### config.mk
export PLATFORM = sky130hd
export DESIGN_NAME = hc_window_xlate
export DESIGN_NICKNAME = d
export VERILOG_FILES = /design/src/rtl/hcw_pkg.sv /design/src/rtl/hcw_window.sv /design/src/rtl/hcw_pick.sv /design/src/rtl/hc_window_xlate.sv
export SDC_FILE = /design/constraint.sdc
export NUM_CORES = 1
export LEC_CHECK = 0
export ABC_AREA = 1
export BUFFER_PORTS_ARGS = -buffer_cell sky130_fd_sc_hd__buf_4
export CAP_MARGIN = 20
export CORE_MARGIN = 3
export CORE_UTILIZATION = 60
export CTS_BUF_LIST = sky130_fd_sc_hd__clkbuf_8
export DETAILED_ROUTE_END_ITERATION = 16
export PLACE_DENSITY = 0.85
export SETUP_SLACK_MARGIN = 0.2
export SYNTH_ARGS = -nofsm -noshare
export SYNTH_HDL_FRONTEND = slang
export SYNTH_HIERARCHICAL = 1
export SYNTH_SLANG_ARGS = --single-unit
### constraint.sdc
create_clock -name clk -period 2.9 [get_ports clk]
set_input_delay 0.435 -clock clk [delete_from_list [all_inputs] [get_ports clk]]
set_output_delay 0.435 -clock clk [all_outputs]
set_load 0.02 [all_outputs]
### src/rtl/hcw_pkg.sv
package hcw_pkg;
  localparam int IO_WINS   = 2;
  localparam int MEM_WINS  = 5;
  localparam int NUM_WINS  = IO_WINS + MEM_WINS;
  localparam int PAGE_BITS = 12;

  typedef enum logic [1:0] {
    FLD_START  = 2'd0,
    FLD_END    = 2'd1,
    FLD_OFFSET = 2'd2,
    FLD_ENABLE = 2'd3
  } fld_e;

  // inclusive bound test on zero-extended keys
  function automatic logic key_inside(input logic [63:0] key,
                                      input logic [63:0] lo,
                                      input logic [63:0] hi);
    return (lo <= key) && (key <= hi);
  endfunction
endpackage

### src/rtl/hcw_window.sv
module hcw_window
  import hcw_pkg::*;
#(
  parameter int AW  = 32,
  parameter int CW  = 26,
  parameter int LSB = 0
) (
  input  logic          clk,
  input  logic          rst_n,
  input  logic          cfg_we,
  input  logic          cfg_sel,
  input  logic [1:0]    cfg_fld,
  input  logic [AW-1:0] cfg_wdata,
  input  logic          class_ok,
  input  logic [AW-1:0] req_addr,
  output logic          hit,
  output logic [CW-1:0] xaddr
);
  localparam int KW = AW - LSB;
  localparam int OW = CW - LSB;

  logic [KW-1:0] start_q, end_q;
  logic [OW-1:0] off_q;
  logic          en_q;
  logic [KW-1:0] key;
  logic [OW-1:0] key_t;
  logic [OW-1:0] moved;
  logic          range_ok;

  always_ff @(posedge clk or negedge rst_n) begin
    if (!rst_n) begin
      start_q <= '0;
      end_q   <= '0;
      off_q   <= '0;
      en_q    <= 1'b0;
    end else if (cfg_we && cfg_sel) begin
      case (fld_e'(cfg_fld))
        FLD_START:  start_q <= cfg_wdata[AW-1:LSB];
        FLD_END:    end_q   <= cfg_wdata[AW-1:LSB];
        FLD_OFFSET: off_q   <= cfg_wdata[CW-1:LSB];
        default:    en_q    <= cfg_wdata[0];
      endcase
    end
  end

  assign key      = req_addr[AW-1:LSB];
  assign key_t    = OW'(key);
  assign moved    = key_t + off_q;
  assign range_ok = key_inside(64'(key), 64'(start_q), 64'(end_q));
  assign hit      = en_q && class_ok && range_ok;

  generate
    if (LSB > 0) begin : g_paged
      assign xaddr = {moved, req_addr[LSB-1:0]};
    end else begin : g_byte
      assign xaddr = moved;
    end
  endgenerate

  AST_ENABLE_WRITE: assert property (@(posedge clk) disable iff (!rst_n)
    (cfg_we && cfg_sel && cfg_fld == 2'd3) |=> (en_q == $past(cfg_wdata[0])));
  AST_START_WRITE: assert property (@(posedge clk) disable iff (!rst_n)
    (cfg_we && cfg_sel && cfg_fld == 2'd0) |=> (start_q == $past(cfg_wdata[AW-1:LSB])));
endmodule

### src/rtl/hcw_pick.sv
module hcw_pick #(
  parameter int N  = 7,
  localparam int IW = (N > 1) ? $clog2(N) : 1
) (
  input  logic [N-1:0]  hits,
  output logic          any,
  output logic [IW-1:0] idx,
  output logic [N-1:0]  grant
);
  always_comb begin
    any   = 1'b0;
    idx   = '0;
    grant = '0;
    for (int i = N - 1; i >= 0; i--) begin
      if (hits[i]) begin
        any   = 1'b1;
        idx   = IW'(i);
        grant = N'(1) << i;
      end
    end
  end

  always_comb begin
    AST_ONE_GRANT: assert ($onehot0(grant));
    AST_GRANT_IN_HITS: assert ((grant & ~hits) == '0);
  end
endmodule

### src/rtl/hc_window_xlate.sv
module hc_window_xlate
  import hcw_pkg::*;
#(
  parameter int AW = 32,
  parameter int CW = 26,
  localparam int NW = NUM_WINS,
  localparam int IW = $clog2(NW)
) (
  input  logic          clk,
  input  logic          rst_n,
  input  logic          cfg_we,
  input  logic [2:0]    cfg_win,
  input  logic [1:0]    cfg_fld,
  input  logic [AW-1:0] cfg_wdata,
  input  logic          req_valid,
  input  logic          req_is_io,
  input  logic [AW-1:0] req_addr,
  output logic          rsp_hit,
  output logic [2:0]    rsp_win,
  output logic [CW-1:0] rsp_addr
);
  logic [NW-1:0] win_hit;
  logic [CW-1:0] win_xaddr [NW];
  logic          pick_any;
  logic [IW-1:0] pick_idx;
  logic [NW-1:0] pick_grant;
  logic [CW-1:0] sel_addr;

  generate
    for (genvar w = 0; w < NW; w++) begin : g_win
      localparam bit IS_IO = (w < IO_WINS);
      hcw_window #(
        .AW (AW),
        .CW (CW),
        .LSB(IS_IO ? 0 : PAGE_BITS)
      ) u_win (
        .clk      (clk),
        .rst_n    (rst_n),
        .cfg_we   (cfg_we),
        .cfg_sel  (cfg_win == 3'(w)),
        .cfg_fld  (cfg_fld),
        .cfg_wdata(cfg_wdata),
        .class_ok (IS_IO ? req_is_io : !req_is_io),
        .req_addr (req_addr),
        .hit      (win_hit[w]),
        .xaddr    (win_xaddr[w])
      );
    end
  endgenerate

  hcw_pick #(.N(NW)) u_pick (
    .hits (win_hit),
    .any  (pick_any),
    .idx  (pick_idx),
    .grant(pick_grant)
  );

  always_comb begin
    sel_addr = '0;
    for (int w = 0; w < NW; w++)
      if (pick_grant[w]) sel_addr = win_xaddr[w];
  end

  always_ff @(posedge clk or negedge rst_n) begin
    if (!rst_n) begin
      rsp_hit  <= 1'b0;
      rsp_win  <= '0;
      rsp_addr <= '0;
    end else if (req_valid && pick_any) begin
      rsp_hit  <= 1'b1;
      rsp_win  <= 3'(pick_idx);
      rsp_addr <= sel_addr;
    end else begin
      rsp_hit  <= 1'b0;
      rsp_win  <= '0;
      rsp_addr <= '0;
    end
  end

  AST_IDLE_QUIET: assert property (@(posedge clk) disable iff (!rst_n)
    !req_valid |=> (!rsp_hit && rsp_addr == '0));
  AST_IO_CLASS: assert property (@(posedge clk) disable iff (!rst_n)
    (req_valid && req_is_io) |=> (!rsp_hit || rsp_win < 3'(IO_WINS)));
  AST_MEM_CLASS: assert property (@(posedge clk) disable iff (!rst_n)
    (req_valid && !req_is_io) |=> (!rsp_hit || rsp_win >= 3'(IO_WINS)));
  AST_PAGE_PASS: assert property (@(posedge clk) disable iff (!rst_n)
    (req_valid && !req_is_io) |=> (!rsp_hit || rsp_addr[11:0] == $past(req_addr[11:0])));
  AST_WIN_RANGE: assert property (@(posedge clk) disable iff (!rst_n)
    rsp_hit |-> (rsp_win < 3'(NW)));
endmodule

# Word level (Yosys, flattened, before mapping)
# Cells that the tools add are included.
[word_totals] elab_cells=153 register_bits=487 output_inout_bits=30 inputBits=74
[classes] n_eq_ne=8 bitwise_logic=1 magnitude_cmp=14 n_addsub=7 muxes=31 reduce_logical=61
[op_table] op="2-to-1 mux 26 bit" n=8
[op_table] op="less-or-equal comparator 20 bit" n=10
[op_table] op="less-or-equal comparator 32 bit" n=4
[op_table] op="adder 14 bit" n=5
[op_table] op="AND reduction 2 bit" n=28
[op_table] op="adder 26 bit" n=2
[op_table] op="2-to-1 mux 7 bit" n=7
[op_table] op="logical AND 1 bit" n=29
[op_table] op="2-to-1 mux 3 bit" n=8
[op_table] op="equality test 3 bit, second input constant" n=3
[op_table] op="2-to-1 mux 1 bit" n=8
[op_table] op="equality test 3 x 2 -> 1 bit, second input constant" n=2
[op_table] op="equality test 3 x 1 -> 1 bit, second input constant" n=1
[op_table] op="logical NOT 3 bit" n=1
[op_table] op="OR reduction 3 bit" n=1
[op_table] op="equality test 2 x 1 -> 1 bit, second input constant" n=1
[op_table] op="equality test 2 bit, second input constant" n=1
[op_table] op="logical NOT 2 bit" n=1
[op_table] op="logical NOT 1 bit" n=1
[op_table] op="NOT 1 bit" n=1

# Longest topological paths before layout
[logic_depth] depth_word=18 mapped_depth=27 mapped_depth_nobuf=25

# Modules after synthesis
# Netlist, hierarchy kept.
[by_module_without_submodules] module="hcw_window at g_win[2].u_win ..." n_inst=5 area_each_um2=3903.7 cells_each=518 seq_area_each_um2=1376.3
[by_module_without_submodules] module="hcw_window at g_win[0].u_win" n_inst=1 area_each_um2=6585.1 cells_each=862 seq_area_each_um2=2277.2
[by_module_without_submodules] module="hcw_window at g_win[1].u_win" n_inst=1 area_each_um2=6533.8 cells_each=857 seq_area_each_um2=2277.2
[by_module_without_submodules] module="hc_window_xlate" n_inst=1 area_each_um2=2860.2 cells_each=454 seq_area_each_um2=750.7
[by_module_without_submodules] module="hcw_pick" n_inst=1 area_each_um2=116.4 cells_each=26 seq_area_each_um2=0.0

# Worst setup path before layout
# OpenSTA, ideal clock, no wires.
[synth_path] path_kind="input -> register" start="input req_addr[15]" end="register rsp_addr[15]" arrival_ns=2.384 path_slack_ns=0.391 stages=18 t_required_ns=2.774 n_path_buf=2 setup_ns=0.126 cell_sequence="inv_1 > ha_1 > nand2_1 > nor4_1 > and3b_1 > a21oi_1 > nor2_1 > inv_1 > nand2_1 > nor2_1 > buf_6 > buf_2 > a21oi_1 > nand2_1 > nand2_1 > nand2_1 > nand2_1 > a21oi_2"
[synth_between] word_cells_on_any_way=58 classes_between="add/sub: 7; order compare: 14; mux: 22; reduce/logical: 15"
[synth_rtl] element="start, declared" line_no="hc_window_xlate.sv:17" text="input logic [AW-1:0] req_addr,"
[synth_rtl] element="less-or-equal comparator 32 bit" line_no="hcw_pkg.sv:18" text="return (lo <= key) && (key <= hi);"
[synth_rtl] element="logical AND 1 bit (*)" line_no="hcw_pkg.sv:18"
[synth_rtl] element="logical AND 1 bit (*)" line_no="hcw_window.sv:50" text="assign hit = en_q && class_ok && range_ok;"
[synth_rtl] element="named net win_hit[0]" line_no="hc_window_xlate.sv:22" text="logic [NW-1:0] win_hit;"
[synth_rtl] element="2-to-1 mux 7 bit (*)" line_no="hcw_pick.sv:15" text="if (hits[i]) begin"
[synth_rtl] element="named net pick_grant[2]" line_no="hc_window_xlate.sv:26" text="logic [NW-1:0] pick_grant;"
[synth_rtl] element="2-to-1 mux 26 bit (*) (5 in a row)" line_no="hc_window_xlate.sv:61" text="if (pick_grant[w]) sel_addr = win_xaddr[w];"
[synth_rtl] element="2-to-1 mux 26 bit (*)" line_no="hc_window_xlate.sv:69" text="end else if (req_valid && pick_any) begin"
[synth_rtl] element="end signal, assigned" line_no="hc_window_xlate.sv:72" text="rsp_addr <= sel_addr;"
[synth_rtl] element="end, declared" line_no="hc_window_xlate.sv:20" text="output logic [CW-1:0] rsp_addr"
# Mark *: on every way through the listed nets, which the timed path passes. The rest lies on a longest branch.
# A chain may end at the register's enable or synchronous reset.

# Worst setup path in the final report
[layout_path] start="register g_win[1].u_win.end_q[6]" end="register rsp_addr[1]"
[layout_between] elab_chain_len=13 word_cells_on_any_way=16 classes_between="order compare: 1; mux: 12; reduce/logical: 3"
[layout_lines] element="start, declared" line_no="hcw_window.sv:22" text="logic [KW-1:0] start_q, end_q;"
[layout_lines] element="start signal, assigned" line_no="hcw_window.sv:39" text="FLD_END: end_q <= cfg_wdata[AW-1:LSB];"
[layout_lines] element="less-or-equal comparator 32 bit (*)" line_no="hcw_pkg.sv:18"
[layout_lines] element="logical AND 1 bit (*)" line_no="hcw_pkg.sv:18"
[layout_lines] element="logical AND 1 bit (*)" line_no="hcw_window.sv:50"
[layout_lines] element="named net win_hit[1]" line_no="hc_window_xlate.sv:22"
[layout_lines] element="2-to-1 mux 7 bit (2 in a row)" line_no="hcw_pick.sv:15"
[layout_lines] element="2-to-1 mux 26 bit (7 in a row)" line_no="hc_window_xlate.sv:61"
[layout_lines] element="2-to-1 mux 26 bit (*)" line_no="hc_window_xlate.sv:69"
# Marked as above.

==> impl_metrics.csv <==
group,metric,value,unit
routing,route.detailed.wl_per_inst,20.3,microns
routing,antenna_left,0,
cts,cts_buffers,83,
outcome,failing_checks,"setup timing",
global_routing,grt_antenna_before_repair,5,
synth,mappedNetlistArea,35600,sq um
synth,synth-seq-cells,487,
timing,worst_hold_check_slack,0.0787,ns
setup_path,timing.critical_path.slowest_cell_delay,0.36,ns
synth,synth_fp_nets,5313,
routing,wl,120000,microns
synth,synthXorXnorAreaFrac,0.0246,
setup_path,path_common_cell,"sky130_fd_sc_hd__nand2_1",
die,rows,88,
synth,synth-simple-area-share,0.205,
global_routing,global_route_wire_length_before_repair,182000,microns
placed_design,place_hpwl,87300,microns
final_layout,final_net_count,5601,
routing,vias,34090,
outcome,status,"complete, but fails checks",
synth,synth_enable_flop_cells,0,
die,die_height,250,microns
die,die_width,250,microns
die,ioPinCount,104,
cts,clock_tree.buffer_depth,3,
cts,clock-root-buffer,"sky130_fd_sc_hd__clkbuf_8",
synth,top_reg_cell_synth,"sky130_fd_sc_hd__dfrtp_1",
synth,synth_compound_gate_area_share,0.153,
setup_path,regToRegStartpoint,"g_win[1].u_win/end_q[6]",
synth,post_synth_inst_count,4789,
global_routing,number_of_global_route_vias_before_repair,33212,
setup_path,crit_path_top_delay_cell,"sky130_fd_sc_hd__dfrtp_1",
timing,finalWorstPathRequiredPeriod,3.20,ns
placed_design,post_dp_cell_area,38300,sq um
die,initial_core_util,0.611,
final_layout,stdcell_area,41800,sq um
flow_run,max-cap-violations,0,
cts,number_of_sinks_driven_by_the_clock_tree,487,
power_and_ir_drop,pwr_density_cell,623,nW/um^2
timing,tightest_slew,0.920,ns
placed_design,port_buffers,103,
routing,drc,0,
synth,post-synth-top-area-cell,"sky130_fd_sc_hd__dfrtp_1",
setup_path,worst_r2r_path_depth,22,
timing,max_slew_margin,0.384,
timing,fin_tns_setup,-2.64,ns
synth,synth_warnings,6,
synth,combinational_family_with_the_most_area_after_synthesis,"simple AND/OR/NAND/NOR gates",
power_and_ir_drop,total_power,26000,uW
final_layout,multi_input_area,20400,sq um
synth,yosys-top-cells-count,"1207 x sky130_fd_sc_hd__nand2_1, 795 x sky130_fd_sc_hd__inv_1, 548 x sky130_fd_sc_hd__o21ai_0, 487 x sky130_fd_sc_hd__dfrtp_1, 443 x sky130_fd_sc_hd__ha_1",
setup_path,timing.critical_path.fanout_max,13,
hold_path,hold_path.startpoint,"cfg_wdata[11]",
power_and_ir_drop,p_leak,0.0228,uW
timing,worst_clock_skew,0.0463,ns
cts,clk-insertion-delay-late,0.72,ns
synth,synth_adder_area_share,0.160,
synth,synth_top_cell_area_share,0.342,
setup_path,critical_path.endpoint_type,"flip-flop",
hold_path,hp-class,"primary input to flip-flop",
setup_path,signal_arrival_time_at_the_worst_endpoint,3.78,ns
setup_path,timing.critical_path.from_type,"flip-flop",
cts,cts_tree,"built",
power_and_ir_drop,ir_worst_vdd,0.460,mV
final_layout,num-fill-cells,4440,
timing,final-hold-violation-count,0,
cts,clk_pin_slew_worst_paths,0.06,ns
synth,synthMostInstantiatedCell,"sky130_fd_sc_hd__nand2_1",
global_routing,track_usage,0.373,
setup_path,critical_path.startpoint,"g_win[1].u_win/end_q[6]",
final_layout,regArea,12200,sq um
hold_path,hold_depth,3,
synth,postSynthAreaPerCell,7.44,sq um
synth,yosysSeqAreaShare,0.342,
timing,rsz0062_at_grt,"true",
setup_path,worst-setup-path-type,"flip-flop to flip-flop",
global_routing,grt_start_max_net_pins,69,
timing,setup_viol,26,
placed_design,globalplace.congestion,1.01,
synth,ys_async_sr_fraction,1.00,
synth,yosys-mux-area-fraction,0.00158,
setup_path,critical_path_required,3.48,ns
timing,fmax,312,MHz
timing,postLayoutSetupSlackWorst,-0.301,ns
timing,period_share,1.10,
final_layout,syn_to_final_growth,17.4,%
final_layout,final_layout_size_suffix_gt1_frac,0.162,
die,design.core.area,58200,sq um
routing,first_iter_violations,3524,
routing,drt-vias-per-instance,5.77,
timing,slew_violations,0,
cts,clock_tree.htree_level_count,3,
synth,synth_cell_types,49,
routing,drt_first_pass_iters,7,
die,dieArea,62300,sq um
global_routing,overflow,0,
synth,largest_cells_by_area_after_synthesis,"sky130_fd_sc_hd__dfrtp_1 34%, sky130_fd_sc_hd__ha_1 16%, sky130_fd_sc_hd__nand2_1 13%, sky130_fd_sc_hd__inv_1 8.4%, sky130_fd_sc_hd__o21ai_0 7.7%",
setup_path,cp_cell_sequence,"inv_1, ha_4, nand2_4, nor2_4, buf_6, nand4_1, nor2_4, buf_6, nand2_2, nand2_1, nand2_1, nor2_2, inv_2, buf_12, nand3_4, buf_6, nor2_4, buf_12, a21oi_1, nand2_1, nand2_1, a21oi_2",
==> metrics by stage <==
step / util / cells / worst slack, ns
floorplan: - / 4789 / 0.391
global placement: 0.657 / 5700 / -0.727
detailed placement: 0.657 / 5700 / -0.769
CTS: 0.701 / 5880 / -0.0939
global route: 0.718 / 5910 / -0.373
finish: 0.718 / 5910 / -0.301
==> power by group <==
part / internal (uW) / leakage, uW / switching, uW
logic: 3900 / 0.0155 / 6340
clock network: 3860 / 0.00103 / 3040
registers: 8020 / 0.00634 / 874
==> state kept, by name, indices dropped and copies added, names as in the netlist <==
register,cells
rsp_hit,1
g_win.u_win/off_q,122
rsp_addr,26
g_win.u_win/en_q,7
g_win.u_win/end_q,164
rsp_win,3
g_win.u_win/start_q,164
==> cells by family (layout without fill, tap and decap cells) <==
| logic type | Yosys count | in the layout |
|---|---|---|
| simple gates | 1741 | 1748 |
| compound gates | 1019 | 1019 |
| buf+inv | 988 | 1335 |
| flops | 487 | 487 |
| fa+ha+maj | 450 | 450 |
| xor+xnor | 99 | 99 |
| mux | 5 | 5 |
| other cells | 0 | 2 |
==> placed cells by master (no fill, tap or decap), drive strengths merged, types with 102 or more instances in the layout <==
cell type     n
inv         830
nor2        270
dfrtp       487
ha          443
buf         376
o21ai       555
a21oi       387
nand2      1248
clkbuf      102
nand3       160
==> metal layers <==
layer,GRT usage,vias up,share of wire
li1,-,15906,-
met1,0.496,15929,0.40
met2,0.568,1759,0.43
met3,0.0746,494,0.094
met4,0.216,2,0.071
met5,0,-,0.000091
==> timing repair <==
item	4_1_cts	5_1_grt
buffers inserted	14	26
hold buffers	1	0
gates resized for setup	96	160
endpoints found under the setup margin	30	30
gates cloned	14	2
pin swaps	23	62
endpoints found under the hold margin	56	0
==> worst paths after layout <==
kind                       slack, ns                          to
setup / recovery               -0.30                 rsp_addr[1]
hold / removal                  0.08  g_win[1].u_win/start_q[11]
setup reg to reg               -0.30                 rsp_addr[1]
hold reg to reg                 0.48    g_win[4].u_win/end_q[15]
max in group asynchronous       1.65         g_win[0].u_win/en_q
min in group asynchronous       0.27     g_win[0].u_win/end_q[9]
==> cell type report <==
cell class	instances	share of cell area
clock buffers	100	0.0329
repair buffers	380	0.0822
well taps	765	0.0229
inverters	804	0.0726
diodes	2	0.000120
multi-input cells	3321	0.487
clock inverters	51	0.0108
flip-flops and latches	487	0.291
==> critical path: cells and delay by family (launching register included) <==
kind	cells	cell delay (ns)
AO/OA/AOI/OAI	2	0.27
adder cells (fa/ha/maj)	1	0.28
buffers and inverters	7	0.83
flip-flops	1	0.36
AND/OR/NAND/NOR	12	1.33
(Power assumes the default switching activity.)
